$ cat src/rtl/ash_pkg.sv
package ash_pkg;
  typedef enum logic {
    ST_IDLE  = 1'b0,
    ST_SHIFT = 1'b1
  } ash_state_e;

  function automatic int unsigned ash_cnt_w(input int unsigned n);
    return (n > 1) ? $clog2(n) : 1;
  endfunction
endpackage

$ cat src/rtl/ash_rst_sync.sv
module ash_rst_sync #(
  parameter int STAGES = 2
) (
  input  logic clk,
  input  logic rst_an,
  output logic rst_sn
);
  logic [STAGES-1:0] sync_q;

  always_ff @(posedge clk or negedge rst_an) begin
    if (!rst_an) sync_q <= '0;
    else         sync_q <= {sync_q[STAGES-2:0], 1'b1};
  end

  assign rst_sn = sync_q[STAGES-1];
endmodule

$ cat src/rtl/ash_addr_ctr.sv
module ash_addr_ctr #(
  parameter int BYTE_W    = 8,
  parameter int NUM_BYTES = 2
) (
  input  logic                          clk,
  input  logic                          rst_n,
  input  logic                          inc,
  output logic [BYTE_W*NUM_BYTES-1:0]   addr_o
);
  localparam int ADDR_W = BYTE_W * NUM_BYTES;

  logic [ADDR_W-1:0]  addr_q;
  logic [ADDR_W-1:0]  addr_d;
  logic [NUM_BYTES:0] carry;

  assign carry[0] = 1'b1;

  // byte slices with an explicit ripple carry between them
  for (genvar b = 0; b < NUM_BYTES; b++) begin : g_slice
    logic [BYTE_W-1:0] cur;
    assign cur = addr_q[b*BYTE_W +: BYTE_W];
    assign addr_d[b*BYTE_W +: BYTE_W] = cur + {{(BYTE_W-1){1'b0}}, carry[b]};
    assign carry[b+1] = carry[b] & (&cur);
  end

  always_ff @(posedge clk or negedge rst_n) begin
    if (!rst_n)   addr_q <= '0;
    else if (inc) addr_q <= addr_d;
  end

  assign addr_o = addr_q;
endmodule

$ cat src/rtl/ash_seq.sv
module ash_seq
  import ash_pkg::*;
#(
  parameter int ADDR_W       = 16,
  parameter int PHASE_CYCLES = 2
) (
  input  logic                           clk,
  input  logic                           rst_n,
  input  logic                           start,
  output logic                           sclk_o,
  output logic                           done_o,
  output logic                           busy_o,
  output logic                           load_o,
  output logic [ash_cnt_w(ADDR_W)-1:0]   load_idx_o,
  output logic                           inc_o
);
  localparam int BIT_W = ash_cnt_w(ADDR_W);
  localparam int PH_W  = ash_cnt_w(PHASE_CYCLES);
  localparam logic [BIT_W-1:0] LAST_BIT = BIT_W'(ADDR_W - 1);
  localparam logic [PH_W-1:0]  PH_LAST  = PH_W'(PHASE_CYCLES - 1);

  ash_state_e       st_q, st_d;
  logic             sclk_q, sclk_d;
  logic             done_q, done_d;
  logic [BIT_W-1:0] bit_q, bit_d;
  logic [PH_W-1:0]  ph_q, ph_d;
  logic             phase_end;
  logic             run_en;

  assign phase_end = (ph_q == PH_LAST);
  assign run_en    = (st_q == ST_SHIFT) || start || done_q;

  always_comb begin
    st_d       = st_q;
    sclk_d     = sclk_q;
    bit_d      = bit_q;
    ph_d       = ph_q;
    done_d     = 1'b0;
    load_o     = 1'b0;
    load_idx_o = bit_q;
    inc_o      = 1'b0;
    unique case (st_q)
      ST_IDLE: begin
        sclk_d = 1'b1;
        if (start) begin
          st_d       = ST_SHIFT;
          sclk_d     = 1'b0;
          bit_d      = '0;
          ph_d       = '0;
          load_o     = 1'b1;
          load_idx_o = '0;
        end
      end
      ST_SHIFT: begin
        if (!phase_end) begin
          ph_d = ph_q + 1'b1;
        end else begin
          ph_d = '0;
          if (!sclk_q) begin
            sclk_d = 1'b1;
          end else if (bit_q == LAST_BIT) begin
            st_d   = ST_IDLE;
            done_d = 1'b1;
            inc_o  = 1'b1;
          end else begin
            bit_d      = bit_q + 1'b1;
            sclk_d     = 1'b0;
            load_o     = 1'b1;
            load_idx_o = bit_q + 1'b1;
          end
        end
      end
      default: st_d = ST_IDLE;
    endcase
  end

  always_ff @(posedge clk or negedge rst_n) begin
    if (!rst_n) begin
      st_q   <= ST_IDLE;
      sclk_q <= 1'b1;
      done_q <= 1'b0;
      bit_q  <= '0;
      ph_q   <= '0;
    end else if (run_en) begin
      st_q   <= st_d;
      sclk_q <= sclk_d;
      done_q <= done_d;
      bit_q  <= bit_d;
      ph_q   <= ph_d;
    end
  end

  assign sclk_o = sclk_q;
  assign done_o = done_q;
  assign busy_o = (st_q == ST_SHIFT);
endmodule

$ cat src/rtl/ash_ser.sv
module ash_ser
  import ash_pkg::*;
#(
  parameter int ADDR_W = 16
) (
  input  logic                          clk,
  input  logic                          rst_n,
  input  logic                          load,
  input  logic [ash_cnt_w(ADDR_W)-1:0]  idx,
  input  logic [ADDR_W-1:0]             addr,
  output logic                          sdo_o
);
  logic [ADDR_W-1:0] send_order;
  logic              sdo_q;

  // position 0 of send_order is the first bit on the wire (address MSB)
  for (genvar i = 0; i < ADDR_W; i++) begin : g_rev
    assign send_order[i] = addr[ADDR_W-1-i];
  end

  always_ff @(posedge clk or negedge rst_n) begin
    if (!rst_n)    sdo_q <= 1'b0;
    else if (load) sdo_q <= send_order[idx];
  end

  assign sdo_o = sdo_q;
endmodule

$ cat src/rtl/addr_shifter.sv
module addr_shifter
  import ash_pkg::*;
#(
  parameter int BYTE_W       = 8,
  parameter int NUM_BYTES    = 2,
  parameter int PHASE_CYCLES = 2,
  parameter int SYNC_STAGES  = 2
) (
  input  logic                        clk,
  input  logic                        rst_n,
  input  logic                        start,
  output logic                        sdo,
  output logic                        sclk,
  output logic                        done,
  output logic [BYTE_W*NUM_BYTES-1:0] addr
);
  localparam int ADDR_W = BYTE_W * NUM_BYTES;
  localparam int BIT_W  = ash_cnt_w(ADDR_W);

  logic             rst_sn;
  logic             busy;
  logic             load;
  logic [BIT_W-1:0] load_idx;
  logic             inc;

  ash_rst_sync #(.STAGES(SYNC_STAGES)) u_rst (
    .clk    (clk),
    .rst_an (rst_n),
    .rst_sn (rst_sn)
  );

  ash_seq #(.ADDR_W(ADDR_W), .PHASE_CYCLES(PHASE_CYCLES)) u_seq (
    .clk        (clk),
    .rst_n      (rst_sn),
    .start      (start),
    .sclk_o     (sclk),
    .done_o     (done),
    .busy_o     (busy),
    .load_o     (load),
    .load_idx_o (load_idx),
    .inc_o      (inc)
  );

  ash_addr_ctr #(.BYTE_W(BYTE_W), .NUM_BYTES(NUM_BYTES)) u_ctr (
    .clk    (clk),
    .rst_n  (rst_sn),
    .inc    (inc),
    .addr_o (addr)
  );

  ash_ser #(.ADDR_W(ADDR_W)) u_ser (
    .clk   (clk),
    .rst_n (rst_sn),
    .load  (load),
    .idx   (load_idx),
    .addr  (addr),
    .sdo_o (sdo)
  );
endmodule

$ cat config.mk
export PLATFORM = sky130hd
export DESIGN_NAME = addr_shifter
export DESIGN_NICKNAME = d
export VERILOG_FILES = /design/src/rtl/ash_pkg.sv /design/src/rtl/ash_rst_sync.sv /design/src/rtl/ash_addr_ctr.sv /design/src/rtl/ash_seq.sv /design/src/rtl/ash_ser.sv /design/src/rtl/addr_shifter.sv
export SDC_FILE = /design/constraint.sdc
export NUM_CORES = 1
export LEC_CHECK = 0
export BUFFER_PORTS_ARGS = -buffer_cell sky130_fd_sc_hd__buf_2
export CAP_MARGIN = 0
export CORE_ASPECT_RATIO = 1.2
export CORE_MARGIN = 4
export CORE_UTILIZATION = 40
export CTS_CLUSTER_SIZE = 10
export DETAILED_ROUTE_END_ITERATION = 10
export GPL_TIMING_DRIVEN = 0
export SLEW_MARGIN = 0
export SYNTH_ARGS = -nofsm -noshare
export SYNTH_HDL_FRONTEND = slang
export SYNTH_SLANG_ARGS = --single-unit
$ cat constraint.sdc
create_clock -name clk -period 1.5 [get_ports clk]
set_input_delay 0.075 -clock clk [delete_from_list [all_inputs] [get_ports clk]]
set_output_delay 0.075 -clock clk [all_outputs]
set_load 0.02 [all_outputs]
; ---- Yosys cells after proc, flatten, opt, wreduce, memory -nomap -nowiden
; Index checks and enable logic that the tools add are counted.
[classes]
bitwise_logic = 1
n_mux = 26
n_shift = 0
reduce_logical = 5
n_eq_ne = 3
n_div = 0
magnitude_cmp = 1
mul = 0
addsub = 4
[ops]
columns = operator, n
row1 = 1-bit 2-to-1 mux, 16
row2 = 4-bit 2-to-1 mux, 4
row3 = 8-bit by 1-bit adder with 8-bit output, 1
row4 = 8-bit by 1-bit adder with 8-bit output (second input constant), 1
row5 = 1-bit case mux with 2 select lines, 4
row6 = 4-bit case mux with 2 select lines, 1
row7 = 8-bit AND reduction, 1
row8 = 4-bit by 5-bit less-than comparator with 1-bit output (second input constant), 1
row9 = 4-bit by 1-bit adder with 4-bit output (second input constant), 1
row10 = 1-bit binary-select mux with 4-bit select, 1
row11 = 4-bit equality test (second input constant), 1
row12 = 2-bit != test (second input constant), 2
row13 = 2-bit AND reduction, 2
row14 = 1-bit logical OR, 2
row15 = 1-bit adder (second input constant), 1
row16 = 1-bit inverter, 1
[word_totals]
out_inout_bits = 19
n_memories = 0
ramBits = 0
reg_bits = 27
word_cells = 48
latchBits = 0
romBits = 0

; ---- Depth between registers and ports, before layout
[logic_depth]
depth_word = 7
depth_mapped = 8

; ---- Cells and area by module
; From an unflattened synthesis, not the netlist that was laid out.
[unflattened]
cells_unflattened = 116
hier_area_um2 = 1396.3
[by_module_without_submodules]
columns = module, instances, area_per_inst_um2, seq_area_each_um2, cells_each
row1 = ash_addr_ctr, 1, 704.4, 400.4, 56
row2 = ash_seq, 1, 462.9, 201.4, 48
row3 = ash_ser, 1, 175.2, 25.0, 9
row4 = ash_rst_sync, 1, 53.8, 50.0, 3

; ---- Worst setup path before layout
; Ideal clock, no wire load.
[synth_timing]
path_type = register -> register
startpoint = register u_seq.bit_q[0]
endpoint = register u_ser.sdo_q (netlist: u_ser.sdo_o)
t_arrival_ps = 1910
period_less_slack_ps = 2049
required_time_ps = 1361
n_path_buf = 0
path_slack_ps = -549
setup_ps = 139
stages_incl_launch_ff = 8
cell_sequence = dfrtp_1 > ha_1 > and3_1 > o211ai_1 > o21a_1 > mux2_1 > o31ai_1 > o2111ai_1
[synth_between]
elab_chain_len = 7
[synth_rtl]
columns = item, line_no
row1 = from (decl), ash_seq.sv:25  ; logic [BIT_W-1:0] bit_q, bit_d;
row2 = from (signal assigned), ash_seq.sv:88  ; bit_q <= bit_d;
row3 = 4-bit by 1-bit adder with 4-bit output / 4-bit equality test (equally long branches), "ash_seq.sv:69, ash_seq.sv:61"
row4 = 4-bit 2-to-1 mux, -
row5 = 4-bit 2-to-1 mux, ash_seq.sv:59  ; if (!sclk_q) begin
row6 = 4-bit 2-to-1 mux, -
row7 = 4-bit case mux with 2 select lines, -
row8 = 1-bit binary-select mux with 4-bit select, ash_ser.sv:23  ; else if (load) sdo_q <= send_order[idx];
row9 = 1-bit 2-to-1 mux (implied by the code), ash_ser.sv:23
row10 = to (signal assigned), ash_ser.sv:23
row11 = to (decl), ash_ser.sv:14  ; logic sdo_q;
; Parallel ways exist; a longest one is shown, timed or not. The select of a mux whose other input is x is not followed.
; A chain may end at the register's enable or synchronous reset.

; ---- Worst setup path in the final report
[layout_timing]
startpoint = register u_seq.bit_q[1]
endpoint = register u_ser.sdo_q (netlist: u_ser.sdo_o)
; The elaborated chain is that of the path after synthesis.

==> results.tsv <==
stage	metric	value	unit
logic_synthesis	Synth area leaders	dfrtp_1 45%, xnor2_1 5.4%, mux2_2 3.9%	
global_route	antenna violations before repair	0	
logic_synthesis	Mapped Area	1450	µm²
status	run status	finished, violations left	
clock_network	clock sink count	27	
placed_design	IO buf count	21	
min_path	hold_sp	start	
clock_network	TritonCTS buffer count	3	
timing	hold_ws	64.8	ps
floorplanning	Die ar.	4670	µm²
clock_network	htree depth	1	
logic_synthesis	number of flops mapped to enable cells by yosys	0	
floorplanning	Ports	22	
final_layout	final core utilization	57.5	%
timing	endpoints failing hold	0	
min_path	hold path depth	3	
worst_setup_path	WP buf/inv	0	
worst_setup_path	crit path DAT	2170	ps
routing	# DRC	0	
global_route	GRT Util Overall	17.0	%
global_route	met3 Usage GRT	1.21	%
power_and_ir_drop	P_leak	0.000894	µW
min_path	Tightest Hold Check Type	in2reg	
worst_setup_path	R2R cell count	7	
routing	wire per inst	17.5	µm
worst_setup_path	largest delay contributor family on the critical path	compound AO/OA/AOI/OAI gates	
final_layout	most frequent cells in the layout	21 x buf_2, 21 x dfrtp_1, 17 x buf_4	
placed_design	gpl congestion	0.787	
final_layout	final net count	188	
timing	final-report setup violation count	18	
final_layout	synthesis-to-finish area growth	35.4	%
logic_synthesis	Synth cell types	45	
routing	via count	1277	
global_route	GR peak layer	met2	
clock_network	clk slew on worst S/H paths	90	ps
floorplanning	Core ar.	3420	µm²
timing	Max-slew headroom	31.4	%
floorplanning	Initial Utilization	42.5	%
final_layout	Layout fillers	291	
global_route	largest net degree at the start of global routing	26	
worst_setup_path	R2R Path End	u_ser.sdo_o$_DFFE_PN0P_	
routing	initial drt markers	41	
timing	Worst-Margin Slew	1030	ps
logic_synthesis	ys async rst share	100	%
floorplanning	FP Rows	23	
logic_synthesis	Synth Instances	137	
global_route	first-pass GRT wire length	6.30	mm
global_route	vias in the first global route	1292	
global_route	gr ovfl total	0	
routing	Via density	5.88	
timing	part of the cycle the worst path needs	135	%
worst_setup_path	crit path max fanout	5	
logic_synthesis	Yosys warning count	0	
worst_setup_path	flop-to-flop setup slack	-520	ps
routing	Post-DRT Antenna Nets	0	
clock_network	Worst-Skew Late Latency	270	ps
logic_synthesis	post-synth top area share	44.8	%
timing	clock skew after layout	3.69	ps
clock_network	CTS tree	built	
power_and_ir_drop	Peak supply drop	0.000827	V
logic_synthesis	post-synth top area cell	dfrtp_1	
logic_synthesis	mean post-synth cell area	10.6	µm²
logic_synthesis	syn_nets	144	
logic_synthesis	post-synthesis sequential area ratio	46.6	%
timing	max-slew violation count	0	
worst_setup_path	CP cell instances	ha_4, and3_4, o211ai_1, o21a_2, mux2_4, o31ai_4, o2111ai_1	
logic_synthesis	ys flop type	dfrtp_1	
worst_setup_path	reg2reg start	u_seq.bit_q[1]$_DFFE_PN0P_	
routing	First-pass DRT Iterations	4	
routing	WL final	3.79	mm
worst_setup_path	Worst EP required	1650	ps
global_route	GRT met2 Usage	30.1	%
final_layout	n_diodes	0	
floorplanning	die extent in x	63.0	µm
job	Max-cap violations	0	
worst_setup_path	Crit Path Category	reg2reg	
worst_setup_path	endpoint class of the critical path	register	
timing	Final Worst Setup Slack	-520	ps
timing	Max Freq	0.495	GHz
logic_synthesis	FF+latch count, synth	27	
floorplanning	Die Y	74.0	µm
power_and_ir_drop	Cell Pwr Density	1660	nW/µm²
status	failing checks	setup timing	
placed_design	Final HPWL DP	2.43	mm
timing	RSZ-0062 raised after global routing	true	
final_layout	layout cells sized above 1	47.2	%
clock_network	Root Buffer	clkbuf_8	
clock_network	CTS max path bufs	2	
timing	final worst path period need	2020	ps
worst_setup_path	max incr delay on CP	430	ps
min_path	WHS Endpoint	u_seq.sclk_o$_DFFE_PN1P_	
global_route	met1 usage	21.2	%
worst_setup_path	slowest library cell on the worst path	dfrtp_1	
worst_setup_path	CP Launch Type	register	
## synth_stat cells, types with 2 or more instances
cell       instances
a31oi_1            2
o21ai_0            4
ha_1               4
nor3_2             2
o2111ai_1          3
clkbuf_1           2
o221ai_1           2
mux2_2             5
dfrtp_1           26
nand2_1           14
a211o_1            2
nor2_1             6
inv_1              5
and3_1             3
nand3_1            5
nand4_1            5
mux2i_1            2
a21oi_1            4
xor2_1             4
o211ai_1           3
xnor2_1            9
or3_1              2
## final cells by class
cell class                      count  area (µm²)  area share, %
Multi-Input combinational cell    102         892           45.3
Sequential cell                    27         683           34.7
Timing Repair Buffer               39         246           12.5
Tap cell                           37        46.3           2.35
Clock buffer                        4        45.0           2.29
Buffer                              3        36.3           1.84
Inverter                            5        18.8          0.954
## metrics by stage
stage	power, µW	cell area (µm²)	std cells	setup slack (ps)	setup TNS (ps)
2_1_floorplan	1920	1520	137	-450	-1190
3_5_place_dp	2220	1670	195	-674	-3630
5_1_grt	3480	1970	217	-589	-5330
6_report	3270	1970	217	-520	-3480
3_3_place_gp	2160	1670	195	-611	-3170
4_1_cts	3020	1910	213	-520	-2850
## report_power, final
part / internal [µW] / switching, µW / total [µW] / leakage, µW
sequential: 870 / 214 / 1080 / 0.000340
clock: 191 / 232 / 423 / 0.0000228
combinational: 832 / 935 / 1770 / 0.000531
## flip-flops by register name (all words and copies together) (netlist names)
register      flops
u_seq.done_o      1
u_seq.bit_q       4
u_seq.busy_o      1
u_rst.sync_q      2
u_ctr.addr_o     16
u_ser.sdo_o       1
u_seq.ph_q        1
u_seq.sclk_o      1
## worst max-delay path by stage
stage	startpoint	end	slack, ps	depth (start not counted)
2_1_floorplan	u_seq.bit_q[0]$_DFFE_PN0P_	u_ser.sdo_o$_DFFE_PN0P_	-450	7
3_3_place_gp	u_seq.bit_q[0]$_DFFE_PN0P_	u_ser.sdo_o$_DFFE_PN0P_	-610	7
3_5_place_dp	u_seq.bit_q[0]$_DFFE_PN0P_	u_ser.sdo_o$_DFFE_PN0P_	-670	7
4_1_cts	u_seq.bit_q[0]$_DFFE_PN0P_	u_ser.sdo_o$_DFFE_PN0P_	-520	7
5_1_grt	u_seq.bit_q[1]$_DFFE_PN0P_	u_ser.sdo_o$_DFFE_PN0P_	-590	10
6_report	u_seq.bit_q[1]$_DFFE_PN0P_	u_ser.sdo_o$_DFFE_PN0P_	-520	7
## worst register-to-register path, delay by kind of cell (launching register included)
kind / cells / cell delay, ps
AOI/OAI and AO/OA: 4 / 770
DFF: 1 / 430
and+or+nand+nor: 1 / 190
muxes: 1 / 320
adders and majority gates: 1 / 190
## logic make-up after synthesis
kind of cell               after synthesis  share of synthesized area (%)
xor gates and xnor gates                13                           7.83
buffers and inverters                    8                           2.32
AOI/OAI and AO/OA                       28                           14.8
DFF                                     27                           46.6
and+or+nand+nor                         48                           18.8
adders and majority gates                4                           3.44
muxes                                    8                           6.02
other                                    1                          0.258
## metal layers
| layer | wire length [µm] | vias up |
|---|---|---|
| met5 | 0 | - |
| met4 | 112 | 0 |
| met3 | 105 | 13 |
| met2 | 1980 | 28 |
| met1 | 1590 | 645 |
| li1 | - | 591 |
## what timing repair did
item                                    CTS  global route
pin swaps                                11             8
hold buffers                              1             0
resized for setup                        17             7
buffers inserted                         13             4
cloned                                    0             0
hold endpoints to repair                  2             0
endpoints found under the setup margin   20            20
No activity file was read; power rests on OpenSTA's default activity.
